`config.mk`:
```
export PLATFORM = sky130hd
export DESIGN_NAME = nand_bus_adapter
export DESIGN_NICKNAME = d
export VERILOG_FILES = /design/src/rtl/nba_pkg.sv /design/src/rtl/nba_regs.sv /design/src/rtl/nba_seq.sv /design/src/rtl/nba_pins.sv /design/src/rtl/nand_bus_adapter.sv
export SDC_FILE = /design/constraint.sdc
export NUM_CORES = 1
export LEC_CHECK = 0
export BUFFER_PORTS_ARGS = -buffer_cell sky130_fd_sc_hd__buf_2
export CAP_MARGIN = 15
export CORE_AREA = 10 10 121 123
export CTS_CLUSTER_DIAMETER = 80
export DETAILED_ROUTE_END_ITERATION = 12
export DIE_AREA = 0 0 131 133
export GPL_TIMING_DRIVEN = 0
export PLACE_DENSITY = 0.54
export SLEW_MARGIN = 20
export SYNTH_ARGS = -nofsm -noshare
export SYNTH_HDL_FRONTEND = slang
export SYNTH_SLANG_ARGS = --single-unit
```
`constraint.sdc`:
```
create_clock -name clk -period 2.65 [get_ports clk]
set_clock_uncertainty 0.2 [all_clocks]
set_input_delay 0.265 -clock clk [delete_from_list [all_inputs] [get_ports clk]]
set_output_delay 0.265 -clock clk [all_outputs]
set_load 0.005 [all_outputs]
```
`src/rtl/nba_pkg.sv`:
```
package nba_pkg;

    localparam int HOST_AW  = 8;
    localparam int BYTE_W   = 8;
    localparam int WORD_W   = 32;
    localparam int WAIT_W   = 3;
    localparam int PHASE_W  = 2;
    localparam int NUM_CS   = 2;
    localparam int CNT_W    = (WAIT_W > PHASE_W) ? WAIT_W : PHASE_W;

    // flash-window address bits that select pins
    localparam int ADR_ALE  = 2;
    localparam int ADR_CLE  = 3;
    localparam int ADR_CS   = 4;
    localparam int ADR_SE   = 5;
    localparam int ADR_WP   = 6;

    // control register bit positions
    localparam int CB_EN    = 0;
    localparam int CB_MUX   = 1;
    localparam int CB_CSP   = 4;
    localparam int CB_SEP   = 5;
    localparam int CB_WPP   = 6;
    localparam int CB_PREP  = 7;
    localparam int CB_INCS  = 8;
    localparam int CB_OUTCS = 10;
    localparam int CB_CEF   = 20;

    // timing register field bases
    localparam int TB_SETUP = 0;
    localparam int TB_RD    = 4;
    localparam int TB_WR    = 8;
    localparam int TB_HOLD  = 12;
    localparam int TB_REC   = 16;

    // status bits and register selects
    localparam int ST_RB    = 0;
    localparam int ST_DONE  = 3;
    localparam logic [1:0] SEL_CTRL = 2'd0;
    localparam logic [1:0] SEL_STAT = 2'd1;
    localparam logic [1:0] SEL_TIM  = 2'd2;

    typedef enum logic [2:0] {
        PH_IDLE, PH_SETUP, PH_STROBE, PH_HOLD, PH_RECOV, PH_BYPASS
    } phase_e;

    typedef struct packed {
        logic nand_en;
        logic cs_mux;
        logic cs_pol;
        logic se_pol;
        logic wp_pol;
        logic pre_pol;
        logic in_cs1;
        logic out_cs1;
        logic ce_force;
    } ctrl_t;

    typedef struct packed {
        logic               setup_en;
        logic [WAIT_W-1:0]  rd_wait;
        logic [WAIT_W-1:0]  wr_wait;
        logic [PHASE_W-1:0] hold;
        logic [PHASE_W-1:0] recov;
    } timing_t;

    typedef struct packed {
        logic              wr;
        logic              ale;
        logic              cle;
        logic              cs;
        logic              se;
        logic              wp;
        logic [BYTE_W-1:0] wdata;
    } access_t;

    localparam timing_t TIM_RESET = '{setup_en: 1'b1,
                                      rd_wait:  WAIT_W'(2),
                                      wr_wait:  WAIT_W'(2),
                                      hold:     PHASE_W'(1),
                                      recov:    PHASE_W'(1)};

    function automatic access_t decode_access(input logic [HOST_AW-1:0] a,
                                              input logic wr,
                                              input logic [BYTE_W-1:0] d);
        access_t r;
        r.wr    = wr;
        r.ale   = a[ADR_ALE];
        r.cle   = a[ADR_CLE];
        r.cs    = a[ADR_CS];
        r.se    = a[ADR_SE];
        r.wp    = a[ADR_WP];
        r.wdata = d;
        return r;
    endfunction

    function automatic ctrl_t unpack_ctrl(input logic [WORD_W-1:0] w);
        ctrl_t c;
        c.nand_en  = w[CB_EN];
        c.cs_mux   = w[CB_MUX];
        c.cs_pol   = w[CB_CSP];
        c.se_pol   = w[CB_SEP];
        c.wp_pol   = w[CB_WPP];
        c.pre_pol  = w[CB_PREP];
        c.in_cs1   = w[CB_INCS];
        c.out_cs1  = w[CB_OUTCS];
        c.ce_force = w[CB_CEF];
        return c;
    endfunction

    function automatic logic [WORD_W-1:0] pack_ctrl(input ctrl_t c);
        logic [WORD_W-1:0] w;
        w           = '0;
        w[CB_EN]    = c.nand_en;
        w[CB_MUX]   = c.cs_mux;
        w[CB_CSP]   = c.cs_pol;
        w[CB_SEP]   = c.se_pol;
        w[CB_WPP]   = c.wp_pol;
        w[CB_PREP]  = c.pre_pol;
        w[CB_INCS]  = c.in_cs1;
        w[CB_OUTCS] = c.out_cs1;
        w[CB_CEF]   = c.ce_force;
        return w;
    endfunction

    function automatic timing_t unpack_timing(input logic [WORD_W-1:0] w);
        timing_t t;
        t.setup_en = w[TB_SETUP];
        t.rd_wait  = w[TB_RD +: WAIT_W];
        t.wr_wait  = w[TB_WR +: WAIT_W];
        t.hold     = w[TB_HOLD +: PHASE_W];
        t.recov    = w[TB_REC +: PHASE_W];
        return t;
    endfunction

    function automatic logic [WORD_W-1:0] pack_timing(input timing_t t);
        logic [WORD_W-1:0] w;
        w                     = '0;
        w[TB_SETUP]           = t.setup_en;
        w[TB_RD +: WAIT_W]    = t.rd_wait;
        w[TB_WR +: WAIT_W]    = t.wr_wait;
        w[TB_HOLD +: PHASE_W] = t.hold;
        w[TB_REC +: PHASE_W]  = t.recov;
        return w;
    endfunction

    // active level of a pin given its polarity bit (0 = active low)
    function automatic logic pin_level(input logic active, input logic pol);
        return pol ? active : ~active;
    endfunction

endpackage

```
`src/rtl/nba_regs.sv`:
```
module nba_regs
    import nba_pkg::*;
#(
    parameter int SYNC_STAGES = 2
) (
    input  logic              clk,
    input  logic              rst,
    input  logic              wr_ctrl,
    input  logic              wr_tim,
    input  logic [WORD_W-1:0] wdata,
    input  logic [NUM_CS-1:0] rb_in,
    input  logic              done,
    output ctrl_t             ctrl,
    output timing_t           tim,
    output logic [WORD_W-1:0] status
);

    logic [SYNC_STAGES-1:0] rb_sync;
    logic                   rb_raw;

    always_ff @(posedge clk) begin
        if (rst) begin
            ctrl <= '0;
            tim  <= TIM_RESET;
        end else begin
            if (wr_ctrl) ctrl <= unpack_ctrl(wdata);
            if (wr_tim)  tim  <= unpack_timing(wdata);
        end
    end

    assign rb_raw = rb_in[ctrl.in_cs1];

    generate
        for (genvar g = 0; g < SYNC_STAGES; g++) begin : g_sync
            always_ff @(posedge clk) begin
                if (rst) rb_sync[g] <= 1'b0;
                else     rb_sync[g] <= (g == 0) ? rb_raw : rb_sync[(g == 0) ? 0 : g - 1];
            end
        end
    endgenerate

    always_comb begin
        status          = '0;
        status[ST_RB]   = rb_sync[SYNC_STAGES-1];
        status[ST_DONE] = done;
    end

endmodule

```
`src/rtl/nba_seq.sv`:
```
module nba_seq
    import nba_pkg::*;
(
    input  logic              clk,
    input  logic              rst,
    input  logic              start,
    input  access_t           acc_in,
    input  logic              nand_en,
    input  timing_t           tim,
    input  logic [BYTE_W-1:0] dq_in,
    output phase_e            phase,
    output access_t           acc,
    output logic              ack,
    output logic [BYTE_W-1:0] rdata,
    output logic              done
);

    logic [CNT_W-1:0] cnt;
    logic             cnt_last;

    function automatic logic [CNT_W-1:0] strobe_len(input timing_t t, input logic wr);
        return CNT_W'(wr ? t.wr_wait : t.rd_wait);
    endfunction

    function automatic logic [CNT_W-1:0] hold_len(input timing_t t);
        return (t.hold == '0) ? '0 : CNT_W'(t.hold - PHASE_W'(1));
    endfunction

    assign cnt_last = (cnt == '0);
    assign ack      = ((phase == PH_HOLD) && cnt_last) || (phase == PH_BYPASS);

    always_ff @(posedge clk) begin
        if (rst) begin
            phase <= PH_IDLE;
            cnt   <= '0;
            acc   <= '0;
            rdata <= '0;
            done  <= 1'b0;
        end else begin
            unique case (phase)
                PH_IDLE: begin
                    if (start) begin
                        acc   <= acc_in;
                        rdata <= '0;
                        done  <= 1'b0;
                        if (!nand_en) begin
                            phase <= PH_BYPASS;
                        end else if (tim.setup_en) begin
                            phase <= PH_SETUP;
                        end else begin
                            phase <= PH_STROBE;
                            cnt   <= strobe_len(tim, acc_in.wr);
                        end
                    end
                end
                PH_SETUP: begin
                    phase <= PH_STROBE;
                    cnt   <= strobe_len(tim, acc.wr);
                end
                PH_STROBE: begin
                    if (cnt_last) begin
                        if (!acc.wr) rdata <= dq_in;
                        phase <= PH_HOLD;
                        cnt   <= hold_len(tim);
                    end else begin
                        cnt <= cnt - CNT_W'(1);
                    end
                end
                PH_HOLD: begin
                    if (cnt_last) begin
                        if (tim.recov == '0) begin
                            phase <= PH_IDLE;
                            done  <= 1'b1;
                        end else begin
                            phase <= PH_RECOV;
                            cnt   <= CNT_W'(tim.recov - PHASE_W'(1));
                        end
                    end else begin
                        cnt <= cnt - CNT_W'(1);
                    end
                end
                PH_RECOV: begin
                    if (cnt_last) begin
                        phase <= PH_IDLE;
                        done  <= 1'b1;
                    end else begin
                        cnt <= cnt - CNT_W'(1);
                    end
                end
                PH_BYPASS: begin
                    phase <= PH_IDLE;
                    done  <= 1'b1;
                end
                default: phase <= PH_IDLE;
            endcase
        end
    end

    AST_ACK_ONE_CYCLE: assert property (@(posedge clk) disable iff (rst)
        ack |=> !ack) else $error("ack longer than one cycle");

    AST_DONE_CLEARS_ON_START: assert property (@(posedge clk) disable iff (rst)
        (phase == PH_IDLE && start) |=> !done) else $error("done not cleared");

    AST_STROBE_TO_HOLD: assert property (@(posedge clk) disable iff (rst)
        (phase == PH_STROBE) |=> (phase == PH_STROBE || phase == PH_HOLD))
        else $error("strobe left to wrong phase");

    AST_DONE_RISE_AT_END: assert property (@(posedge clk) disable iff (rst)
        $rose(done) |-> ($past(phase) == PH_HOLD || $past(phase) == PH_RECOV
                         || $past(phase) == PH_BYPASS))
        else $error("done rose mid access");

endmodule

```
`src/rtl/nba_pins.sv`:
```
module nba_pins
    import nba_pkg::*;
(
    input  ctrl_t             ctrl,
    input  access_t           acc,
    input  phase_e            phase,
    output logic [NUM_CS-1:0] ce,
    output logic              cle,
    output logic              ale,
    output logic              we_n,
    output logic              re_n,
    output logic              wp,
    output logic              se,
    output logic [BYTE_W-1:0] dq_out,
    output logic              dq_oe
);

    logic busy;
    logic strobe;
    logic cs_act;

    assign busy   = (phase == PH_SETUP) || (phase == PH_STROBE) || (phase == PH_HOLD);
    assign strobe = (phase == PH_STROBE);
    assign cs_act = ctrl.nand_en && (ctrl.ce_force || (busy && acc.cs));

    assign cle    = busy && acc.cle;
    assign ale    = busy && acc.ale;
    assign we_n   = !(strobe && acc.wr);
    assign re_n   = !(strobe && !acc.wr);
    assign se     = pin_level(busy && acc.se, ctrl.se_pol);
    assign wp     = pin_level(busy && acc.wp, ctrl.wp_pol);
    assign dq_oe  = busy && acc.wr;
    assign dq_out = acc.wdata;

    generate
        for (genvar i = 0; i < NUM_CS; i++) begin : g_ce
            assign ce[i] = pin_level(cs_act && (32'(ctrl.out_cs1) == i), ctrl.cs_pol);
        end
    endgenerate

endmodule

```
`src/rtl/nand_bus_adapter.sv`:
```
module nand_bus_adapter
    import nba_pkg::*;
#(
    parameter int ADDR_W = HOST_AW
) (
    input  logic              clk,
    input  logic              rst,
    input  logic              host_req,
    input  logic              host_wr,
    input  logic [ADDR_W-1:0] host_addr,
    input  logic [WORD_W-1:0] host_wdata,
    output logic [WORD_W-1:0] host_rdata,
    output logic              host_ack,
    output logic [NUM_CS-1:0] nand_ce_o,
    output logic              nand_cle_o,
    output logic              nand_ale_o,
    output logic              nand_we_n_o,
    output logic              nand_re_n_o,
    output logic              nand_wp_o,
    output logic              nand_se_o,
    output logic [BYTE_W-1:0] nand_dq_o,
    output logic              nand_dq_oe_o,
    input  logic [BYTE_W-1:0] nand_dq_i,
    input  logic [NUM_CS-1:0] nand_rb_i
);

    localparam int REG_BIT = ADDR_W - 1;

    ctrl_t             ctrl;
    timing_t           tim;
    logic [WORD_W-1:0] status;
    phase_e            phase;
    access_t           acc;
    logic              seq_ack;
    logic [BYTE_W-1:0] seq_rdata;
    logic              done;

    logic              accept;
    logic              reg_hit;
    logic [1:0]        reg_sel;
    logic              reg_ack_q;
    logic [WORD_W-1:0] reg_rdata_q;
    logic              nand_start;

    assign accept     = host_req && (phase == PH_IDLE) && !reg_ack_q;
    assign reg_hit    = host_addr[REG_BIT];
    assign reg_sel    = host_addr[3:2];
    assign nand_start = accept && !reg_hit;

    always_ff @(posedge clk) begin
        if (rst) begin
            reg_ack_q   <= 1'b0;
            reg_rdata_q <= '0;
        end else begin
            reg_ack_q <= accept && reg_hit;
            if (accept && reg_hit) begin
                unique case (reg_sel)
                    SEL_CTRL: reg_rdata_q <= pack_ctrl(ctrl);
                    SEL_STAT: reg_rdata_q <= status;
                    SEL_TIM:  reg_rdata_q <= pack_timing(tim);
                    default:  reg_rdata_q <= '0;
                endcase
            end
        end
    end

    nba_regs u_regs (
        .clk     (clk),
        .rst     (rst),
        .wr_ctrl (accept && reg_hit && host_wr && reg_sel == SEL_CTRL),
        .wr_tim  (accept && reg_hit && host_wr && reg_sel == SEL_TIM),
        .wdata   (host_wdata),
        .rb_in   (nand_rb_i),
        .done    (done),
        .ctrl    (ctrl),
        .tim     (tim),
        .status  (status)
    );

    nba_seq u_seq (
        .clk     (clk),
        .rst     (rst),
        .start   (nand_start),
        .acc_in  (decode_access(HOST_AW'(host_addr), host_wr, host_wdata[BYTE_W-1:0])),
        .nand_en (ctrl.nand_en),
        .tim     (tim),
        .dq_in   (nand_dq_i),
        .phase   (phase),
        .acc     (acc),
        .ack     (seq_ack),
        .rdata   (seq_rdata),
        .done    (done)
    );

    nba_pins u_pins (
        .ctrl   (ctrl),
        .acc    (acc),
        .phase  (phase),
        .ce     (nand_ce_o),
        .cle    (nand_cle_o),
        .ale    (nand_ale_o),
        .we_n   (nand_we_n_o),
        .re_n   (nand_re_n_o),
        .wp     (nand_wp_o),
        .se     (nand_se_o),
        .dq_out (nand_dq_o),
        .dq_oe  (nand_dq_oe_o)
    );

    assign host_ack   = seq_ack || reg_ack_q;
    assign host_rdata = seq_ack ? {{(WORD_W-BYTE_W){1'b0}}, seq_rdata} : reg_rdata_q;

    AST_STROBE_NEEDS_MODE: assert property (@(posedge clk) disable iff (rst)
        (!nand_we_n_o || !nand_re_n_o) |-> ctrl.nand_en)
        else $error("strobe with flash mode off");

    AST_OE_NOT_ON_READ: assert property (@(posedge clk) disable iff (rst)
        nand_dq_oe_o |-> nand_re_n_o) else $error("driving during read strobe");

    AST_NO_DOUBLE_ACK: assert property (@(posedge clk) disable iff (rst)
        !(seq_ack && reg_ack_q)) else $error("two acks at once");

endmodule

```
==> results of run 1 <==
## metrics by stage
step	util	instance area (um^2)	total power (uW)	hold slack [ns]
final	0.368	4550	3390	0.00484
after global routing	0.368	4550	3590	0.00857
after CTS	0.367	4540	3410	0.000467
after detailed placement	0.322	3990	2240	0.229
after global placement	0.322	3990	2240	0.225
after floorplan	-	3430	1950	0.192
## worst max-delay path: stages, from the launching register on
cell and delay, ns:
dfxtp_1 0.35, inv_1 0.08, ha_1 0.24, and4bb_4 0.24, o21ai_4 0.21, buf_12 0.15
mux2_2 0.33, buf_2 0.13
## final cells by class
cell class,instances,area (um^2),share of cell area
Multi-Input combinational cell,300,1780,0.392
Tap cell,172,215,0.0473
Clock inverter,2,12.5,0.00275
Sequential cell,67,1340,0.295
Clock buffer,12,256,0.0564
Inverter,5,18.8,0.00413
Buffer,51,315,0.0693
Timing Repair Buffer,93,606,0.133
## worst paths after layout
path / from / endpoint / cells after the start
setup / recovery: u_seq.cnt[0] / host_rdata[6] / 7
hold / removal: nand_dq_i[7] / u_seq.rdata[7] / 3
setup reg to reg: u_seq.cnt[0] / u_seq.rdata[0] / 7
hold reg to reg: u_regs.rb_sync[0] / u_regs.status[0] / 1
## metal layers
metal  vias to the layer above  GRT usage
li1                       1590          -
met1                      1471      0.145
met2                        76      0.210
met3                        20     0.0356
met4                         0     0.0445
met5                         -          0
## logic make-up (layout without fill, tap and decap cells)
| family | count (synthesis) | count (layout) | share of synthesized area |
|---|---|---|---|
| DFF | 67 | 67 | 0.397 |
| and+or+nand+nor | 171 | 171 | 0.247 |
| xor gates and xnor gates | 6 | 6 | 0.0156 |
| AOI/OAI and AO/OA | 74 | 74 | 0.138 |
| buffers and inverters | 56 | 163 | 0.0970 |
| adders and majority gates | 3 | 3 | 0.0111 |
| other | 1 | 16 | 0.00111 |
| muxes | 30 | 30 | 0.0930 |
## sequential cells by signal (all words and copies together), names as in the netlist
signal	count
u_regs.ctrl	9
u_regs.rb_sync	1
reg_ack_q	1
u_seq.acc	14
u_regs.tim	11
u_seq.rdata	8
u_seq.phase	3
u_seq.cnt	3
reg_rdata_q	15
u_seq.done	1
u_regs.status	1
## synth_stat cells (4+ instances only)
| library cell | instances | area share |
|---|---|---|
| o21a_1 | 5 | 0.011 |
| a22oi_1 | 10 | 0.022 |
| nor3_1 | 17 | 0.025 |
| mux2i_1 | 19 | 0.056 |
| buf_4 | 25 | 0.056 |
| nor2b_1 | 7 | 0.013 |
| nand3_1 | 12 | 0.018 |
| nand2_1 | 58 | 0.064 |
| mux2_2 | 11 | 0.037 |
| nor2_1 | 41 | 0.046 |
| and2_1 | 11 | 0.020 |
| clkbuf_1 | 17 | 0.019 |
| dfxtp_1 | 67 | 0.40 |
| nand2b_1 | 6 | 0.011 |
| buf_2 | 7 | 0.010 |
| and3_1 | 4 | 0.0074 |
| o21ai_0 | 4 | 0.0059 |
| nand3b_1 | 4 | 0.0089 |
| inv_1 | 5 | 0.0056 |
| a21oi_1 | 39 | 0.058 |
## power by group
part | switching [uW] | internal [uW] | total [uW]
Clock | 427 | 672 | 1100
Combinational | 668 | 466 | 1130
Sequential | 61.1 | 1100 | 1160
Total | 1160 | 2240 | 3390
## what timing repair did
item                       in CTS  in global routing
hold buffers                   25                  0
cloned                          0                  0
hold endpoints to repair       27                  0
pin swaps                       1                  0
gates resized for setup         4                  3
buffers inserted                1                  0
setup endpoints to repair      19                  9
==> impl_metrics.yaml, run 1 <==
global_route:
  grt_start_max_net_pins: 11
  grt_pass1_vias: 3255
  grt_overflow: 0
  grt_util_all_layers: 0.124
  grt_pass1_wl_um: 17000
  antenna_found_initial: 0
worst_setup_path:
  crit_fanout: 7
  reg2reg_slack_ns: 0.44
  critical_path_required_ns: 2.18
  crit_arrival_ns: 2.08
  end_kind: "output port"
  startpoint_type: "register"
  critPathKind: "reg2out"
die:
  die-area_um2: 17400
  start_util: 0.273
  fp.dieW_um: 131
  num_io_pins: 104
  core_area_um2: 12400
  die_h_um: 133
  num_rows: 41
finish:
  final_cell_mix: "buf_2, dfxtp_1, nand2_1"
  area_growth_pct: 34.7
  antenna_cells: 0
  finalNonFillerCells: 702
  final_common_cell: "buf_2"
  drive_above_1_share: 0.258
  fillers: 1314
  nNetsFinal: 584
routing:
  via_count: 3157
  drtAntennaViolNets: 0
  drc: 0
  wl_per_cell_um: 15.3
  wl_um: 10700
  wl_met1_um: 4740
  drtIter0Drc: 99
  vias_per_cell: 4.50
  wl_met3_um: 559
  first_pass_iters: 4
  topRoutingLayerUsed: "met4"
  dr_wl_met2_um: 5240
clocking:
  cts_tree: "yes"
  clk_latency_ns: 0.33
  clock-root-buffer: "clkbuf_16"
  cts_max_level: 3
  clockBufferDepth: 2
  path_clk_slew_ns: 0.05
  numCtsBuffers: 9
  clkSinkCount: 67
sta:
  setup_violations: 0
  period_minus_slack_ns: 2.54
  finalHoldViolations: 0
  rsz0062_at_grt: "false"
  maxSlewViolCount: 0
  finalCritPeriodShare: 0.960
  max_slew_margin: 0.534
  timing.final.ws_setup_ns: 0.107
  setup-tns-final_ns: 0
  clock.fmax_mhz: 393
  worstMarginPinSlew_ns: 0.698
yosys:
  synth-edff-count: 0
  yosysWarnings: 0
  synthCells: 408
  seq_area_frac_synth: 0.397
  yosys_most_used_dff: "dfxtp_1"
  async_reset_ff_frac: 0
  syn-cell-area_um2: 3380
  avgSynthCellArea_um2: 8.28
  yosys.cell_types.count: 47
  ys_seq_elements: 67
outcome:
  status: "complete, no violations"
flow_run:
  max-cap-violations: 0
min_path:
  hold_path.class: "in2reg"
place:
  port_buffers: 67
  pre_cts_ws_ns: 0.0580
  dp_hpwl_um: 8060
  dp.cells: 662
  gp_congestion: 0.791
power:
  powerDensity_nw_per_um2: 746
  ir_drop_uv: 299
  p_leak_uw: 0.00186
Note: power is estimated with default switching activity, not from simulation.
==> inputs of run 2 (changes only) <==
--- a/config.mk
+++ b/config.mk
@@ -7,12 +7,12 @@
 export LEC_CHECK = 0
 export BUFFER_PORTS_ARGS = -buffer_cell sky130_fd_sc_hd__buf_2
 export CAP_MARGIN = 15
-export CORE_AREA = 10 10 121 123
+export CORE_AREA = 10 10 118 120
 export CTS_CLUSTER_DIAMETER = 80
 export DETAILED_ROUTE_END_ITERATION = 12
-export DIE_AREA = 0 0 131 133
+export DIE_AREA = 0 0 128 130
 export GPL_TIMING_DRIVEN = 0
-export PLACE_DENSITY = 0.54
+export PLACE_DENSITY = 0.56
 export SLEW_MARGIN = 20
 export SYNTH_ARGS = -nofsm -noshare
 export SYNTH_HDL_FRONTEND = slang
==> run 2 against run 1 <==
The flow now finishes with violations (hold timing). First-iteration DRC count increased by 78%. Routed wire length fell by 2.4%. Non-clock buffer count is 3 lower. Clock power rose by 11%. Total power is 3.3% higher. Largest cell class unchanged. Largest power group is now the clock network. Highest routed layer unchanged.
==> impl_metrics.yaml, run 2 (synthesis results as in run 1) <==
clocking:
  path_clk_slew_ns: 0.05
  cts_tree: "yes"
  clockBufferDepth: 2
  cts_max_level: 3
  clk_latency_ns: 0.33
  clkSinkCount: 67
  numCtsBuffers: 9
  clock-root-buffer: "clkbuf_16"
finish:
  top_register: "reg_rdata_q"
  largest_reg_flops: 15
  final_common_cell: "buf_2"
  post-route-util: 0.386
  area_growth_pct: 33.9
  drive_above_1_share: 0.265
  final_cell_mix: "buf_2, dfxtp_1, nand2_1"
  finalNonFillerCells: 676
  antenna_cells: 0
  reg_top3: "reg_rdata_q x15, u_seq.acc x14, u_regs.tim x11"
  nNetsFinal: 581
outcome:
  violations: "hold timing"
  status: "finished with violations"
min_path:
  hold_end: "u_regs.tim[0]"
  hp-start: "host_wdata[16]"
  hold_path.class: "in2reg"
  min_delay_path_depth: 3
power:
  p_leak_uw: 0.00187
  ir_drop_uv: 351
  powerDensity_nw_per_um2: 775
die:
  num_io_pins: 104
  start_util: 0.288
  num_rows: 40
  core_area_um2: 11700
  die-area_um2: 16600
  die_h_um: 130
  fp.dieW_um: 128
sta:
  setup-tns-final_ns: 0
  finalCritPeriodShare: 0.954
  maxSlewViolCount: 0
  finalHoldViolations: 1
  period_minus_slack_ns: 2.53
  max_slew_margin: 0.566
  setup_violations: 0
  rsz0062_at_grt: "false"
  worstMarginPinSlew_ns: 0.652
  timing.final.ws_setup_ns: 0.122
  hold_slack_ns: -0.000884
  clock.fmax_mhz: 396
worst_setup_path:
  critical_path_required_ns: 2.18
  max_stage_delay_ns: 0.35
  crit_fanout: 7
  crit_path_top_delay_cell: "dfxtp_1"
  end_kind: "output port"
  r2r-start: "u_seq.cnt[0]"
  path_cells: "inv_1, ha_1, and4bb_4, o21ai_4, buf_12, mux2_2, buf_2"
  critPathKind: "reg2out"
  reg2reg_slack_ns: 0.43
  r2r_cells: 7
  crit_arrival_ns: 2.06
  startpoint_type: "register"
  r2r_end: "u_seq.rdata[1]"
place:
  gp_congestion: 0.818
  dp.cells: 637
  port_buffers: 67
  pre_cts_ws_ns: 0.0813
  dp_hpwl_um: 7870
global_route:
  grt_util_all_layers: 0.125
  antenna_found_initial: 0
  grt_start_max_net_pins: 12
  grt_pass1_wl_um: 16600
  grt_overflow: 0
  grt_pass1_vias: 3215
routing:
  drtAntennaViolNets: 0
  wl_per_cell_um: 15.5
  drtIter0Drc: 176
  wl_um: 10500
  vias_per_cell: 4.61
  via_count: 3116
  drc: 0
  first_pass_iters: 4
flow_run:
  max-cap-violations: 0
## run 2: what timing repair did
| item | in CTS | in global routing |
|---|---|---|
| buffers inserted | 0 | 1 |
| hold endpoints to repair | 23 | 0 |
| cloned | 0 | 0 |
| pin swaps | 0 | 1 |
| hold buffers | 22 | 0 |
| setup endpoints to repair | 19 | 19 |
| gates resized for setup | 4 | 3 |
## run 2: metrics by stage
step / cell area, um^2 / power (uW)
after floorplan: 3430 / 1950
after global placement: 3950 / 2230
after detailed placement: 3950 / 2240
after CTS: 4490 / 3500
after global routing: 4520 / 3710
final: 4520 / 3510
## run 2: worst max path at each step
stage          slack, ns  depth (start not counted)              to    startpoint
5_1_grt             0.01                          7   host_rdata[7]  u_seq.cnt[0]
4_1_cts            0.008                          7   host_rdata[8]  u_seq.cnt[0]
6_report            0.12                          7   host_rdata[6]  u_seq.cnt[0]
3_5_place_dp        0.08                          7   host_rdata[8]  u_seq.cnt[0]
3_3_place_gp         0.1                          7   host_rdata[8]  u_seq.cnt[0]
2_1_floorplan       0.63                          6  host_rdata[10]  u_seq.cnt[0]
## run 2: per-layer routing
layer	wire length, um	part of all wire	up-vias	GRT usage
met5	0	0	-	0
met2	5120	0.49	88	0.215
li1	-	-	1587	-
met1	4620	0.44	1426	0.149
met3	579	0.055	15	0.0284
met4	148	0.014	0	0.0483
## run 2: final cells by class
class,count,area (um^2)
inverters,5,18.8
flip-flops and latches,67,1340
multi-input cells,300,1790
fillers,1244,7190
clock buffers,12,256
repair buffers,90,576
plain buffers,51,313
well taps,147,184
clock inverters,4,48.8
## run 2: report_power, final
group          leakage [uW]  total [uW]  switching (uW)  internal (uW)
registers          0.000543        1160            58.1           1100
logic               0.00118        1130             666            463
clock network      0.000153        1220             441            778
total               0.00187        3510            1170           2340
## run 2: worst max-delay path, delay by kind of cell, from the launching register on
family                     cells  cell delay, ns
DFF                            1            0.35
AOI/OAI and AO/OA              1            0.21
buffers and inverters          3            0.36
and+or+nand+nor                1            0.24
muxes                          1            0.34
adders and majority gates      1            0.24
==> inputs of run 3 (changes only) <==
--- a/config.mk
+++ b/config.mk
@@ -7,12 +7,14 @@
 export LEC_CHECK = 0
 export BUFFER_PORTS_ARGS = -buffer_cell sky130_fd_sc_hd__buf_2
 export CAP_MARGIN = 15
+export CELL_PAD_IN_SITES_DETAIL_PLACEMENT = 1
+export CELL_PAD_IN_SITES_GLOBAL_PLACEMENT = 1
 export CORE_AREA = 10 10 118 120
 export CTS_CLUSTER_DIAMETER = 80
 export DETAILED_ROUTE_END_ITERATION = 12
 export DIE_AREA = 0 0 128 130
 export GPL_TIMING_DRIVEN = 0
-export PLACE_DENSITY = 0.56
+export PLACE_DENSITY_LB_ADDON = 0.12
 export SLEW_MARGIN = 20
 export SYNTH_ARGS = -nofsm -noshare
 export SYNTH_HDL_FRONTEND = slang
==> run 3 against run 2 <==
The flow now finishes without violations. Clock-buffer cell count is 2 higher. Via count is 2.7% higher. Flip-flop and latch count stayed put. Worst hold slack better by 0.014 ns. Core utilization is 0.075 points lower. Total power is 1.7% lower. Critical path type unchanged. Critical endpoint is now host_rdata[0]. Largest cell class unchanged. Highest routed layer unchanged.
==> impl_metrics.yaml, run 3 (synthesis results as in run 1) <==
outcome:
  status: "complete, no violations"
sta:
  rsz0062_at_grt: "false"
  max_slew_margin: 0.537
  setup_violations: 0
  finalHoldViolations: 0
  worstMarginPinSlew_ns: 0.694
  period_minus_slack_ns: 2.54
  clock.fmax_mhz: 394
  setup-tns-final_ns: 0
  timing.final.ws_setup_ns: 0.113
  finalCritPeriodShare: 0.957
  maxSlewViolCount: 0
finish:
  final_common_cell: "buf_2"
  antenna_cells: 0
  largest_reg_flops: 15
  nNetsFinal: 583
  area_growth_pct: 33.7
  post-route-util: 0.386
  reg_top3: "reg_rdata_q x15, u_seq.acc x14, u_regs.tim x11"
  top_register: "reg_rdata_q"
  final_cell_mix: "buf_2, dfxtp_1, nand2_1"
  drive_above_1_share: 0.260
worst_setup_path:
  crit_family: "buffers and inverters"
  crit_arrival_ns: 2.07
  end_kind: "output port"
  critical_path_required_ns: 2.18
  crit_fanout: 7
  max_stage_delay_ns: 0.35
  critPathKind: "reg2out"
  path_cells: "inv_1, ha_1, and4bb_4, o21ai_4, buf_12, mux2_2, buf_2"
  startpoint_type: "register"
  critPathBufInv: 3
  crit_path_top_delay_cell: "dfxtp_1"
die:
  core_area_um2: 11700
  start_util: 0.288
  die_h_um: 130
  num_io_pins: 104
  die-area_um2: 16600
  num_rows: 40
  fp.dieW_um: 128
clocking:
  numCtsBuffers: 9
  path_clk_slew_ns: 0.06
  cts_max_level: 3
  clkSinkCount: 67
  cts_tree: "yes"
  clockBufferDepth: 2
  clk_latency_ns: 0.33
  clock-root-buffer: "clkbuf_16"
global_route:
  grt_overflow: 0
  grt_start_max_net_pins: 11
  grt_pass1_wl_um: 17800
  antenna_found_initial: 0
  grt_util_all_layers: 0.137
  grt_pass1_vias: 3315
min_path:
  hold_path.class: "in2reg"
routing:
  first_pass_iters: 4
  vias_per_cell: 4.72
  drtIter0Drc: 127
  via_count: 3199
  drtAntennaViolNets: 0
  wl_um: 11500
  wl_per_cell_um: 16.9
  drc: 0
power:
  design_power_total_uw: 3450
  p_leak_uw: 0.00186
  ir_drop_uv: 342
  powerDensity_nw_per_um2: 763
place:
  gp_congestion: 0.837
  port_buffers: 67
  pre_cts_ws_ns: 0.0619
  dp_hpwl_um: 8600
flow_run:
  max-cap-violations: 0
[run 3: where the power goes]
part           total (uW)  switching [uW]  internal (uW)
clock network        1120             442            683
registers            1160            61.4           1100
logic                1160             693            466
total                3450            1200           2250
[run 3: area by class of cell]
class,instances,area [um^2]
Fill cell,1426,7200
Multi-Input combinational cell,300,1790
Sequential cell,67,1340
Timing Repair Buffer,92,596
Buffer,51,315
Clock buffer,14,264
Tap cell,147,184
Inverter,5,18.8
Clock inverter,2,10.0
[run 3: metal layers]
layer | up-vias | part of all wire | global-route usage
met3 | 14 | 0.043 | 0.0361
li1 | 1595 | - | -
met5 | - | 0 | 0
met1 | 1540 | 0.43 | 0.155
met2 | 50 | 0.51 | 0.245
met4 | 0 | 0.015 | 0.0483
[run 3: what timing repair did]
| action | in CTS | in global routing |
|---|---|---|
| pin swaps | 1 | 1 |
| hold buffers | 24 | 0 |
| hold endpoints to repair | 26 | 0 |
| buffers inserted | 1 | 0 |
| setup endpoints to repair | 19 | 9 |
| gates resized for setup | 4 | 4 |
[run 3: metrics by stage]
stage | cells | hold slack, ns | cell area [um^2]
after global placement | 637 | 0.227 | 3950
final | 678 | 0.0130 | 4520
after floorplan | 423 | 0.192 | 3430
after global routing | 678 | 0.0301 | 4520
after CTS | 678 | 0.00700 | 4500
after detailed placement | 637 | 0.225 | 3950
[run 3: final timing paths]
check | start | end | slack [ns] | cells after the start
setup / recovery | u_seq.cnt[0] | host_rdata[0] | 0.11 | 7
hold / removal | host_wdata[4] | u_regs.tim[7] | 0.01 | 3
hold reg to reg | u_regs.rb_sync[0] | u_regs.status[0] | 0.24 | 1
setup reg to reg | u_seq.cnt[0] | u_seq.rdata[2] | 0.38 | 7
[run 3: worst reg2reg max path, cell delays in order (launching register included)]
cell	delay (ns)
dfxtp_1	0.32
inv_1	0.10
ha_1	0.22
nand2b_1	0.19
nor4_4	0.61
nor2_2	0.21
a22oi_1	0.20
nor2_1	0.07
